$ cat config.mk
export PLATFORM = sky130hd
export DESIGN_NAME = natclk_sleep_ctrl
export DESIGN_NICKNAME = d
export VERILOG_FILES = /design/src/rtl/natclk_pkg.sv /design/src/rtl/ncs_field_decode.sv /design/src/rtl/ncs_native_clock.sv /design/src/rtl/ncs_power_seq.sv /design/src/rtl/natclk_sleep_ctrl.sv
export SDC_FILE = /design/constraint.sdc
export NUM_CORES = 1
export LEC_CHECK = 0
export BUFFER_PORTS_ARGS = -buffer_cell sky130_fd_sc_hd__buf_2
export CORE_MARGIN = 1
export CORE_UTILIZATION = 48
export DETAILED_ROUTE_END_ITERATION = 10
export GPL_TIMING_DRIVEN = 0
export PLACE_DENSITY = 0.85
export SYNTH_ARGS = -nofsm -noshare
export SYNTH_HDL_FRONTEND = slang
export SYNTH_SLANG_ARGS = --single-unit
$ cat constraint.sdc
create_clock -name clk -period 2 [get_ports clk]
set_input_delay 0.6 -clock clk [delete_from_list [all_inputs] [get_ports clk]]
set_output_delay 0.6 -clock clk [all_outputs]
set_load 0.01 [all_outputs]
$ cat src/rtl/natclk_pkg.sv
package natclk_pkg;

    localparam int FIELD_W  = 12;
    localparam int LOAD_BIT = 4;

    typedef enum logic [1:0] {
        CMD_XMIT  = 2'd0,
        CMD_PDOWN = 2'd1,
        CMD_SLAVE = 2'd2,
        CMD_NOP   = 2'd3
    } cmd_e;

    typedef enum logic [1:0] {
        PS_RUN   = 2'd0,
        PS_SLEEP = 2'd1,
        PS_WAKE  = 2'd2
    } pstate_e;

endpackage

$ cat src/rtl/ncs_field_decode.sv
module ncs_field_decode
    import natclk_pkg::*;
(
    input  logic               cmd_valid_i,
    input  logic [1:0]         cmd_i,
    input  logic [7:0]         cfg_lo_i,
    input  logic [7:0]         cfg_hi_i,
    input  logic               ready_i,
    output logic [FIELD_W-1:0] param_o,
    output logic               do_xmit_o,
    output logic               do_pdown_o,
    output logic               do_load_o
);

    logic accept;
    cmd_e kind;
    logic unused_hi_bits;

    assign unused_hi_bits = ^cfg_hi_i[7:5];

    always_comb begin
        param_o    = {cfg_hi_i[3:0], cfg_lo_i};
        kind       = cmd_e'(cmd_i);
        accept     = cmd_valid_i && ready_i;
        do_xmit_o  = accept && (kind == CMD_XMIT);
        do_pdown_o = accept && (kind == CMD_PDOWN);
        do_load_o  = accept && (kind == CMD_SLAVE) && cfg_hi_i[LOAD_BIT];
    end

endmodule

$ cat src/rtl/ncs_native_clock.sv
module ncs_native_clock #(
    parameter int NCLK_W = 28,
    parameter int CMP_W  = 12
) (
    input  logic              clk,
    input  logic              rst_n,
    input  logic              tick_i,
    input  logic              load_i,
    input  logic [CMP_W-1:0]  load_val_i,
    output logic [NCLK_W-1:0] nat_clk_o,
    output logic              stepped_o
);

    localparam logic [NCLK_W-1:0] STEP = NCLK_W'(1);

    typedef struct packed {
        logic [NCLK_W-1:0] cnt;
        logic              stepped;
    } clk_state_t;

    clk_state_t s_d, s_q;

    always_comb begin
        s_d         = s_q;
        s_d.stepped = 1'b0;
        if (load_i) begin
            s_d.cnt = {s_q.cnt[NCLK_W-1:CMP_W], load_val_i};
        end else if (tick_i) begin
            s_d.cnt     = s_q.cnt + STEP;
            s_d.stepped = 1'b1;
        end
    end

    always_ff @(posedge clk or negedge rst_n) begin
        if (!rst_n) begin
            s_q <= '0;
        end else begin
            s_q <= s_d;
        end
    end

    assign nat_clk_o = s_q.cnt;
    assign stepped_o = s_q.stepped;

endmodule

$ cat src/rtl/ncs_power_seq.sv
module ncs_power_seq
    import natclk_pkg::*;
#(
    parameter int CMP_W       = 12,
    parameter int PWRUP_TICKS = 3
) (
    input  logic             clk,
    input  logic             rst_n,
    input  logic             tick_i,
    input  logic             stepped_i,
    input  logic [CMP_W-1:0] nat_low_i,
    input  logic             pdown_i,
    input  logic [CMP_W-1:0] wake_val_i,
    output logic             sleeping_o,
    output logic             powering_up_o,
    output logic             ready_o
);

    localparam int CNT_W = $clog2(PWRUP_TICKS + 1);
    localparam logic [CNT_W-1:0] LAST = CNT_W'(PWRUP_TICKS - 1);
    localparam logic [CNT_W-1:0] INC  = CNT_W'(1);

    typedef struct packed {
        pstate_e          st;
        logic [CMP_W-1:0] wake;
        logic [CNT_W-1:0] cnt;
    } seq_state_t;

    seq_state_t s_d, s_q;

    always_comb begin
        s_d = s_q;
        unique case (s_q.st)
            PS_RUN: begin
                if (pdown_i) begin
                    s_d.st   = PS_SLEEP;
                    s_d.wake = wake_val_i;
                end
            end
            PS_SLEEP: begin
                if (stepped_i && (nat_low_i == s_q.wake)) begin
                    s_d.st  = PS_WAKE;
                    s_d.cnt = '0;
                end
            end
            PS_WAKE: begin
                if (tick_i) begin
                    if (s_q.cnt == LAST) begin
                        s_d.st  = PS_RUN;
                        s_d.cnt = '0;
                    end else begin
                        s_d.cnt = s_q.cnt + INC;
                    end
                end
            end
            default: s_d.st = PS_RUN;
        endcase
    end

    always_ff @(posedge clk or negedge rst_n) begin
        if (!rst_n) begin
            s_q <= '{st: PS_RUN, wake: '0, cnt: '0};
        end else begin
            s_q <= s_d;
        end
    end

    assign ready_o       = (s_q.st == PS_RUN);
    assign sleeping_o    = (s_q.st == PS_SLEEP);
    assign powering_up_o = (s_q.st == PS_WAKE);

endmodule

$ cat src/rtl/natclk_sleep_ctrl.sv
module natclk_sleep_ctrl
    import natclk_pkg::*;
#(
    parameter int NCLK_W      = 28,
    parameter int PWRUP_TICKS = 3
) (
    input  logic                clk,
    input  logic                rst_n,
    input  logic                tick,
    input  logic                cmd_valid,
    input  logic [1:0]          cmd,
    input  logic [7:0]          cfg_lo,
    input  logic [7:0]          cfg_hi,
    output logic [NCLK_W-1:0]   nat_clk,
    output logic [FIELD_W-1:0]  tx_bits,
    output logic                sleeping,
    output logic                powering_up,
    output logic                ready
);

    logic [FIELD_W-1:0] param;
    logic               do_xmit;
    logic               do_pdown;
    logic               do_load;
    logic               stepped;
    logic [FIELD_W-1:0] tx_d, tx_q;

    ncs_field_decode u_dec (
        .cmd_valid_i (cmd_valid),
        .cmd_i       (cmd),
        .cfg_lo_i    (cfg_lo),
        .cfg_hi_i    (cfg_hi),
        .ready_i     (ready),
        .param_o     (param),
        .do_xmit_o   (do_xmit),
        .do_pdown_o  (do_pdown),
        .do_load_o   (do_load)
    );

    ncs_native_clock #(
        .NCLK_W (NCLK_W),
        .CMP_W  (FIELD_W)
    ) u_clk (
        .clk        (clk),
        .rst_n      (rst_n),
        .tick_i     (tick),
        .load_i     (do_load),
        .load_val_i (param),
        .nat_clk_o  (nat_clk),
        .stepped_o  (stepped)
    );

    ncs_power_seq #(
        .CMP_W       (FIELD_W),
        .PWRUP_TICKS (PWRUP_TICKS)
    ) u_seq (
        .clk           (clk),
        .rst_n         (rst_n),
        .tick_i        (tick),
        .stepped_i     (stepped),
        .nat_low_i     (nat_clk[FIELD_W-1:0]),
        .pdown_i       (do_pdown),
        .wake_val_i    (param),
        .sleeping_o    (sleeping),
        .powering_up_o (powering_up),
        .ready_o       (ready)
    );

    always_comb begin
        tx_d = tx_q;
        if (do_xmit) begin
            tx_d = param;
        end
    end

    always_ff @(posedge clk or negedge rst_n) begin
        if (!rst_n) begin
            tx_q <= '0;
        end else begin
            tx_q <= tx_d;
        end
    end

    assign tx_bits = tx_q;

endmodule

# After elaboration in Yosys (flattened, before gate mapping)
# Index checks and enable logic that the tools add are counted.
[word_totals] inputBits=22 out_inout_bits=43 regBits=57 word_cells=46
[op_classes] n_reduce_logical=14 bitwise=1 addsub=2 mux=12 n_eq_ne=10
[ops] op="28-bit by 1-bit adder with 28-bit output (second input constant)" count=1
[ops] op="14-bit two-way mux" count=1
[ops] op="13-bit two-way mux" count=1
[ops] op="12-bit == test" count=1
[ops] op="12-bit two-way mux" count=1
[ops] op="2-bit two-way mux" count=6
[ops] op="2-bit == test (second input constant)" count=3
[ops] op="1-bit logical AND" count=6
[ops] op="2-bit case mux with 3 select lines" count=1
[ops] op="2-bit by 1-bit == test with 1-bit output (second input constant)" count=2
[ops] op="2-bit logical NOT" count=2
[ops] op="2-bit by 1-bit != test with 1-bit output (second input constant)" count=2
[ops] op="2-bit != test (second input constant)" count=2
[ops] op="2-bit case mux with 2 select lines" count=1
[ops] op="2-bit AND reduction" count=2
[ops] op="4-bit AND reduction" count=1
[ops] op="2-bit nonzero test" count=2
[ops] op="3-bit AND reduction" count=1
[ops] op="2-bit by 1-bit adder with 2-bit output (second input constant)" count=1
[ops] op="1-bit two-way mux" count=1
[ops] op="1-bit NOT" count=1

# Logic depth before layout (Yosys ltp)
[logic_depth] depth_word=6 depth_mapped=6

# Hierarchy
# From an unflattened synthesis, not the netlist that was laid out.
[unflattened] cells_unflattened=249 area_unflattened_um2=2849.0
[by_module_without_submodules] mod="ncs_native_clock" instances=1 seq_area_each_um2=725.7 cells_per_inst=144 area_each_um2=1465.2
[by_module_without_submodules] mod="ncs_power_seq" instances=1 seq_area_each_um2=400.4 cells_per_inst=63 area_each_um2=772.0
[by_module_without_submodules] mod="natclk_sleep_ctrl" instances=1 seq_area_each_um2=300.3 cells_per_inst=25 area_each_um2=484.2
[by_module_without_submodules] mod="ncs_field_decode" instances=1 seq_area_each_um2=0.0 cells_per_inst=17 area_each_um2=127.6

# Least setup slack after synthesis
# No wires, ideal clock.
[synth_timing] path_kind="input-to-reg" startpoint="input port cmd_valid" endpoint="register tx_q[0] (netlist: tx_bits[0])" arrival_ns=1.970 slack_ns=-0.095 required_ns=1.875 path_stages=4 cell_sequence="or3b_2 > nor3_1 > buf_2 > mux2_2"
[synth_between] elab_chain_len=2
[synth_lines] item="start, declared" line_no="natclk_sleep_ctrl.sv:10" source="input logic cmd_valid,"
[synth_lines] item="1-bit logical AND" line_no="ncs_field_decode.sv:24" source="accept = cmd_valid_i && ready_i;"
[synth_lines] item="1-bit logical AND" line_no="ncs_field_decode.sv:25" source="do_xmit_o = accept && (kind == CMD_XMIT);"
[synth_lines] item="end signal, assigned" line_no="natclk_sleep_ctrl.sv:80" source="tx_q <= tx_d;"
[synth_lines] item="end, declared" line_no="natclk_sleep_ctrl.sv:26" source="logic [FIELD_W-1:0] tx_d, tx_q;"
# No other way between the ends.
# A chain may end at the register's enable or synchronous reset.

# Final worst setup path
[layout_timing] startpoint="register u_clk.s_q, in the netlist u_clk.nat_clk_o[6]" endpoint="register u_clk.s_q, in the netlist u_clk.nat_clk_o[25]"
[layout_between] elab_chain_len=1
[layout_lines] item="start, declared" line_no="ncs_native_clock.sv:21" source="clk_state_t s_d, s_q;"
[layout_lines] item="start signal, assigned" line_no="ncs_native_clock.sv:36" source="s_q <= '0;"
[layout_lines] item="start signal, assigned" line_no="ncs_native_clock.sv:38" source="s_q <= s_d;"
[layout_lines] item="28-bit by 1-bit adder with 28-bit output" line_no="ncs_native_clock.sv:29" source="s_d.cnt = s_q.cnt + STEP;"
# No other way between the ends.

==> flow_summary.html <==
<table>
<tr><th>Metric</th><th>Value</th></tr>
<tr><th colspan="2">Logic synthesis</th></tr>
<tr><td>Synthesized area per cell</td><td>11.6 um^2</td></tr>
<tr><td>Net count of the mapped netlist</td><td>262</td></tr>
<tr><td>Number of distinct library cells after synthesis</td><td>36</td></tr>
<tr><td>Cell accounting for the most synthesized area</td><td>dfrtp_1</td></tr>
<tr><td>Synthesized instance count</td><td>239</td></tr>
<tr><td>Mapped Area</td><td>2770 um^2</td></tr>
<tr><td>Sequential element share of the synthesized area</td><td>51.5%</td></tr>
<tr><td>Dominant synthesized flop cell</td><td>dfrtp_1</td></tr>
<tr><td>Yosys warnings</td><td>0</td></tr>
<tr><td>Synth top area cells</td><td>dfrtp_1, mux2_2, xor2_1</td></tr>
<tr><td>Area share of the leading cell type in the synthesized netlist</td><td>51.5%</td></tr>
<tr><td>Number of flip-flops and latches in the synthesized netlist</td><td>57</td></tr>
<tr><td>Ys async rst share</td><td>100%</td></tr>
<tr><td>Number of synthesized flops with an enable pin</td><td>0</td></tr>
<tr><th colspan="2">Global routing</th></tr>
<tr><td>Wire length of the first global-routing pass</td><td>10200 um</td></tr>
<tr><td>Number of antenna violations at the first check in global routing</td><td>0</td></tr>
<tr><td>Overflow after GRT</td><td>0</td></tr>
<tr><td>Pin count of the biggest net entering global routing</td><td>58</td></tr>
<tr><td>Vias in the first global route</td><td>2134</td></tr>
<tr><td>All-layer global routing usage</td><td>22.2%</td></tr>
<tr><th colspan="2">Clocking</th></tr>
<tr><td>Sink count of the clock tree</td><td>57</td></tr>
<tr><td>Source-to-sink clock delay at the later pin of the worst-skew pair</td><td>340 ps</td></tr>
<tr><td>Master cell of the clock root buffer</td><td>clkbuf_8</td></tr>
<tr><td>Clock-pin slew reported for the worst setup and hold paths after clock tree synthesis</td><td>70 ps</td></tr>
<tr><td>Clock tree from TritonCTS</td><td>yes</td></tr>
<tr><td>Deepest level of the CTS H-tree</td><td>3</td></tr>
<tr><td>Number of buffers on the longest clock path</td><td>2</td></tr>
<tr><td>Inserted Clock Buffers</td><td>9</td></tr>
<tr><th colspan="2">Worst setup path</th></tr>
<tr><td>Max stage delay cell, worst path</td><td>or4_4</td></tr>
<tr><td>Endpoint arrival time on the critical path</td><td>2230 ps</td></tr>
<tr><td>Worst R2R Start</td><td>u_clk.nat_clk_o[6]$_DFFE_PN0P_</td></tr>
<tr><td>Reg-to-Reg End</td><td>u_clk.nat_clk_o[25]$_DFFE_PN0P_</td></tr>
<tr><td>Cells traversed along the worst timing path</td><td>nand3_2 -&gt; or4_4 -&gt; buf_6 -&gt; nor4_2 -&gt; xor2_1</td></tr>
<tr><td>Category of the worst setup path launch point</td><td>flop</td></tr>
<tr><td>Critical path depth</td><td>5</td></tr>
<tr><td>Slack of the worst reg-to-reg path</td><td>30 ps</td></tr>
<tr><td>Worst endpoint required time</td><td>2260 ps</td></tr>
<tr><td>CP peak stage delay</td><td>610 ps</td></tr>
<tr><td>Number of buffers and inverters on the critical path</td><td>1</td></tr>
<tr><td>CP endpoint kind</td><td>flop</td></tr>
<tr><td>Capture point of the worst path</td><td>u_clk.nat_clk_o[25]$_DFFE_PN0P_</td></tr>
<tr><td>Crit path max-delay family</td><td>simple AND/OR/NAND/NOR gates</td></tr>
<tr><td>Launch point of the worst path</td><td>u_clk.nat_clk_o[6]$_DFFE_PN0P_</td></tr>
<tr><td>Largest driver fanout on the critical path</td><td>10</td></tr>
<tr><td>Category of the most critical setup path</td><td>reg -&gt; reg</td></tr>
<tr><td>Number of cells on the worst reg-to-reg path</td><td>5</td></tr>
<tr><th colspan="2">Cells and area</th></tr>
<tr><td>Final Net Count</td><td>333</td></tr>
<tr><td>Antenna cells</td><td>0</td></tr>
<tr><td>Finished Cell Area</td><td>3400 um^2</td></tr>
<tr><td>Relative area change from synthesis to final layout</td><td>22.9%</td></tr>
<tr><td>Ratio of cells with drive above 1 in the final layout</td><td>39.4%</td></tr>
<tr><td>Total of fill cells in the finished design</td><td>466</td></tr>
<tr><td>Final cell count without fillers</td><td>387</td></tr>
<tr><th colspan="2">Timing</th></tr>
<tr><td>Worst Max-Slew Pin Slew</td><td>713 ps</td></tr>
<tr><td>Setup Viol. Count Final</td><td>0</td></tr>
<tr><td>Number of pins with negative max-slew slack in the final report</td><td>0</td></tr>
<tr><td>Tightest slew margin relative to the limit</td><td>52.5%</td></tr>
<tr><td>Number of endpoints with negative hold slack in the final report</td><td>0</td></tr>
<tr><td>Final critical path time including I/O delays and setup</td><td>1970 ps</td></tr>
<tr><td>Highest achievable clock rate</td><td>508 MHz</td></tr>
<tr><td>Worst clock skew</td><td>9.26 ps</td></tr>
<tr><td>Share of the clock period used by the worst path after layout</td><td>98.5%</td></tr>
<tr><th colspan="2">Pwr</th></tr>
<tr><td>Combinational share of power</td><td>30.6%</td></tr>
<tr><td>Net switching power</td><td>1.49 mW</td></tr>
<tr><td>Switch share</td><td>34.0%</td></tr>
<tr><td>Total internal power</td><td>2.88 mW</td></tr>
<tr><td>PwrDens</td><td>1280 nW/um^2</td></tr>
<tr><td>Maximum ir drop on the vdd rail</td><td>0.00107 V</td></tr>
<tr><td>Lkg Pwr</td><td>1.49 nW</td></tr>
<tr><td>Proportion of power drawn by the clock network</td><td>25.1%</td></tr>
<tr><td>Proportion of power drawn by flip-flops and latches</td><td>44.3%</td></tr>
<tr><th colspan="2">Place</th></tr>
<tr><td>GPL Wtd Cong</td><td>0.860</td></tr>
<tr><td>Standard cell area after detailed placement</td><td>3170 um^2</td></tr>
<tr><td>Half-perimeter wire length of the detailed placement result</td><td>4420 um</td></tr>
<tr><td>Port bufs</td><td>61</td></tr>
<tr><td>Placed instance count</td><td>372</td></tr>
<tr><th colspan="2">Floorplanning</th></tr>
<tr><td>Effective utilization at floorplan</td><td>50.0%</td></tr>
<tr><td>Die Footprint</td><td>6080 um^2</td></tr>
<tr><td>Boundary pin count</td><td>65</td></tr>
<tr><td>Floorplan die height</td><td>78.0 um</td></tr>
<tr><td>Core region area</td><td>5540 um^2</td></tr>
<tr><td>Num rows</td><td>27</td></tr>
<tr><td>Floorplan die width</td><td>78.0 um</td></tr>
<tr><th colspan="2">Route</th></tr>
<tr><td>DR WL/cell</td><td>16.2 um</td></tr>
<tr><td>Post-DRT Antenna Nets</td><td>0</td></tr>
<tr><td>Routed via count divided by cell count</td><td>5.49</td></tr>
<tr><td>Detailed router's first-iteration violation count</td><td>123</td></tr>
<tr><td>Final wirelength</td><td>6260 um</td></tr>
<tr><td>DRC Markers</td><td>0</td></tr>
<tr><td>Routed vias</td><td>2123</td></tr>
<tr><td>Drt first pass iters</td><td>4</td></tr>
<tr><th colspan="2">Run</th></tr>
<tr><td>MaxCap Viol Count</td><td>0</td></tr>
<tr><th colspan="2">Worst hold path</th></tr>
<tr><td>Worst min-delay path category</td><td>in -&gt; async</td></tr>
<tr><th colspan="2">Outcome</th></tr>
<tr><td>Outcome</td><td>finished, final reports clean</td></tr>
</table>
[cells in the mapped netlist, types with 2 or more instances]
master	n
dfrtp_1	57
mux2_2	25
nand2_1	25
xor2_1	20
xnor2_1	19
nand3_1	13
o21ai_0	12
nand4_1	9
nor3_1	7
clkbuf_1	6
nor4_1	5
nor4_2	5
inv_1	4
and4_1	3
nor2_1	3
nor2b_1	3
buf_2	2
nor3_2	2
nor3b_1	2
[cell families after synthesis]
kind of cell | share of synthesized area [%]
AOI/OAI and AO/OA | 3.75
xor gates and xnor gates | 12.3
adders and majority gates | 0.452
buffers and inverters | 2.39
DFF | 51.5
muxes | 10.5
and+or+nand+nor | 19.0
[worst min-delay path by stage]
stage | start | endpoint | slack (ps) | cells after the start
2_1_floorplan | rst_n | tx_bits[0]$_DFFE_PN0P_ | 300 | 0
3_3_place_gp | u_clk.nat_clk_o[27]$_DFFE_PN0P_ | u_clk.nat_clk_o[27]$_DFFE_PN0P_ | 450 | 1
3_5_place_dp | u_clk.nat_clk_o[27]$_DFFE_PN0P_ | u_clk.nat_clk_o[27]$_DFFE_PN0P_ | 460 | 1
4_1_cts | u_clk.nat_clk_o[27]$_DFFE_PN0P_ | u_clk.nat_clk_o[27]$_DFFE_PN0P_ | 470 | 1
5_1_grt | rst_n | u_clk.nat_clk_o[1]$_DFFE_PN0P_ | 380 | 1
6_report | rst_n | u_seq.s_q[10]$_DFFE_PN0P_ | 330 | 1
[per-layer routing]
metal	routed length (um)	track usage [%]
met5	0	0
met2	3050	36.9
met3	369	6.82
met4	90	9.44
met1	2750	26.7
[timing repair]
| action | in CTS | in global routing |
|---|---|---|
| gates resized for setup | 4 | 5 |
| hold buffers | 0 | 0 |
| buffers inserted | 0 | 0 |
| setup endpoints to repair | 31 | 38 |
| cloned | 0 | 0 |
| pin swaps | 1 | 1 |
[metrics by stage]
step / total power [mW] / TNS [ps] / utilization (%) / hold WS (ps) / setup slack, ps
detailed placement: 3.26 / -13270 / 57.2 / 461 / -436
CTS: 4.39 / 0 / 61.2 / 473 / 3.57
floorplan: 2.74 / -5.36 / - / 304 / -4.95
global route: 4.62 / -18.9 / 61.4 / 377 / -6.64
finish: 4.37 / 0 / 61.4 / 329 / 30.2
global placement: 3.21 / -11910 / 57.2 / 452 / -388
[layout by cell type (no fill, tap or decap), types with 2 or more instances in the layout]
master,synthesis,layout
dfrtp_1,57,55
nor2_1,3,3
mux2_2,25,25
xnor2_1,19,19
xor2_1,20,20
nor3_1,7,6
clkbuf_8,0,11
nand3_2,1,2
o21ai_0,12,12
nor2b_1,3,3
nand3_1,13,12
nor4_2,5,5
nor4_1,5,5
buf_2,2,62
inv_1,4,4
clkbuf_1,6,4
buf_4,1,3
nand4_1,9,9
nor3_4,0,2
nand2_1,25,25
dfrtp_2,0,2
and4_1,3,3
nor3b_1,2,2
[flip-flops by register name, summed over array words and instances (netlist names)]
| name | count |
|---|---|
| tx_bits | 12 |
| u_clk.nat_clk_o | 28 |
| u_clk.stepped_o | 1 |
| u_seq.s_q | 16 |
[area by class of cell]
type / instances / area [um^2] / share of cell area, %
well taps: 72 / 90.1 / 2.65
multi-input cells: 168 / 1300 / 38.2
repair buffers: 61 / 308 / 9.05
flip-flops and latches: 57 / 1430 / 42.0
clock buffers: 12 / 155 / 4.56
plain buffers: 9 / 52.6 / 1.54
inverters: 4 / 15.0 / 0.441
clock inverters: 4 / 51.3 / 1.51
[power groups by stage]
stage	sequential, mW	clock (mW)	combinational [mW]
after detailed placement	1.91	0	1.35
after CTS	1.89	1.13	1.37
final	1.93	1.10	1.34
after floorplan	1.98	0	0.761
after global routing	1.99	1.18	1.45
after global placement	1.90	0	1.32
No activity file was read; power rests on OpenSTA's default activity.
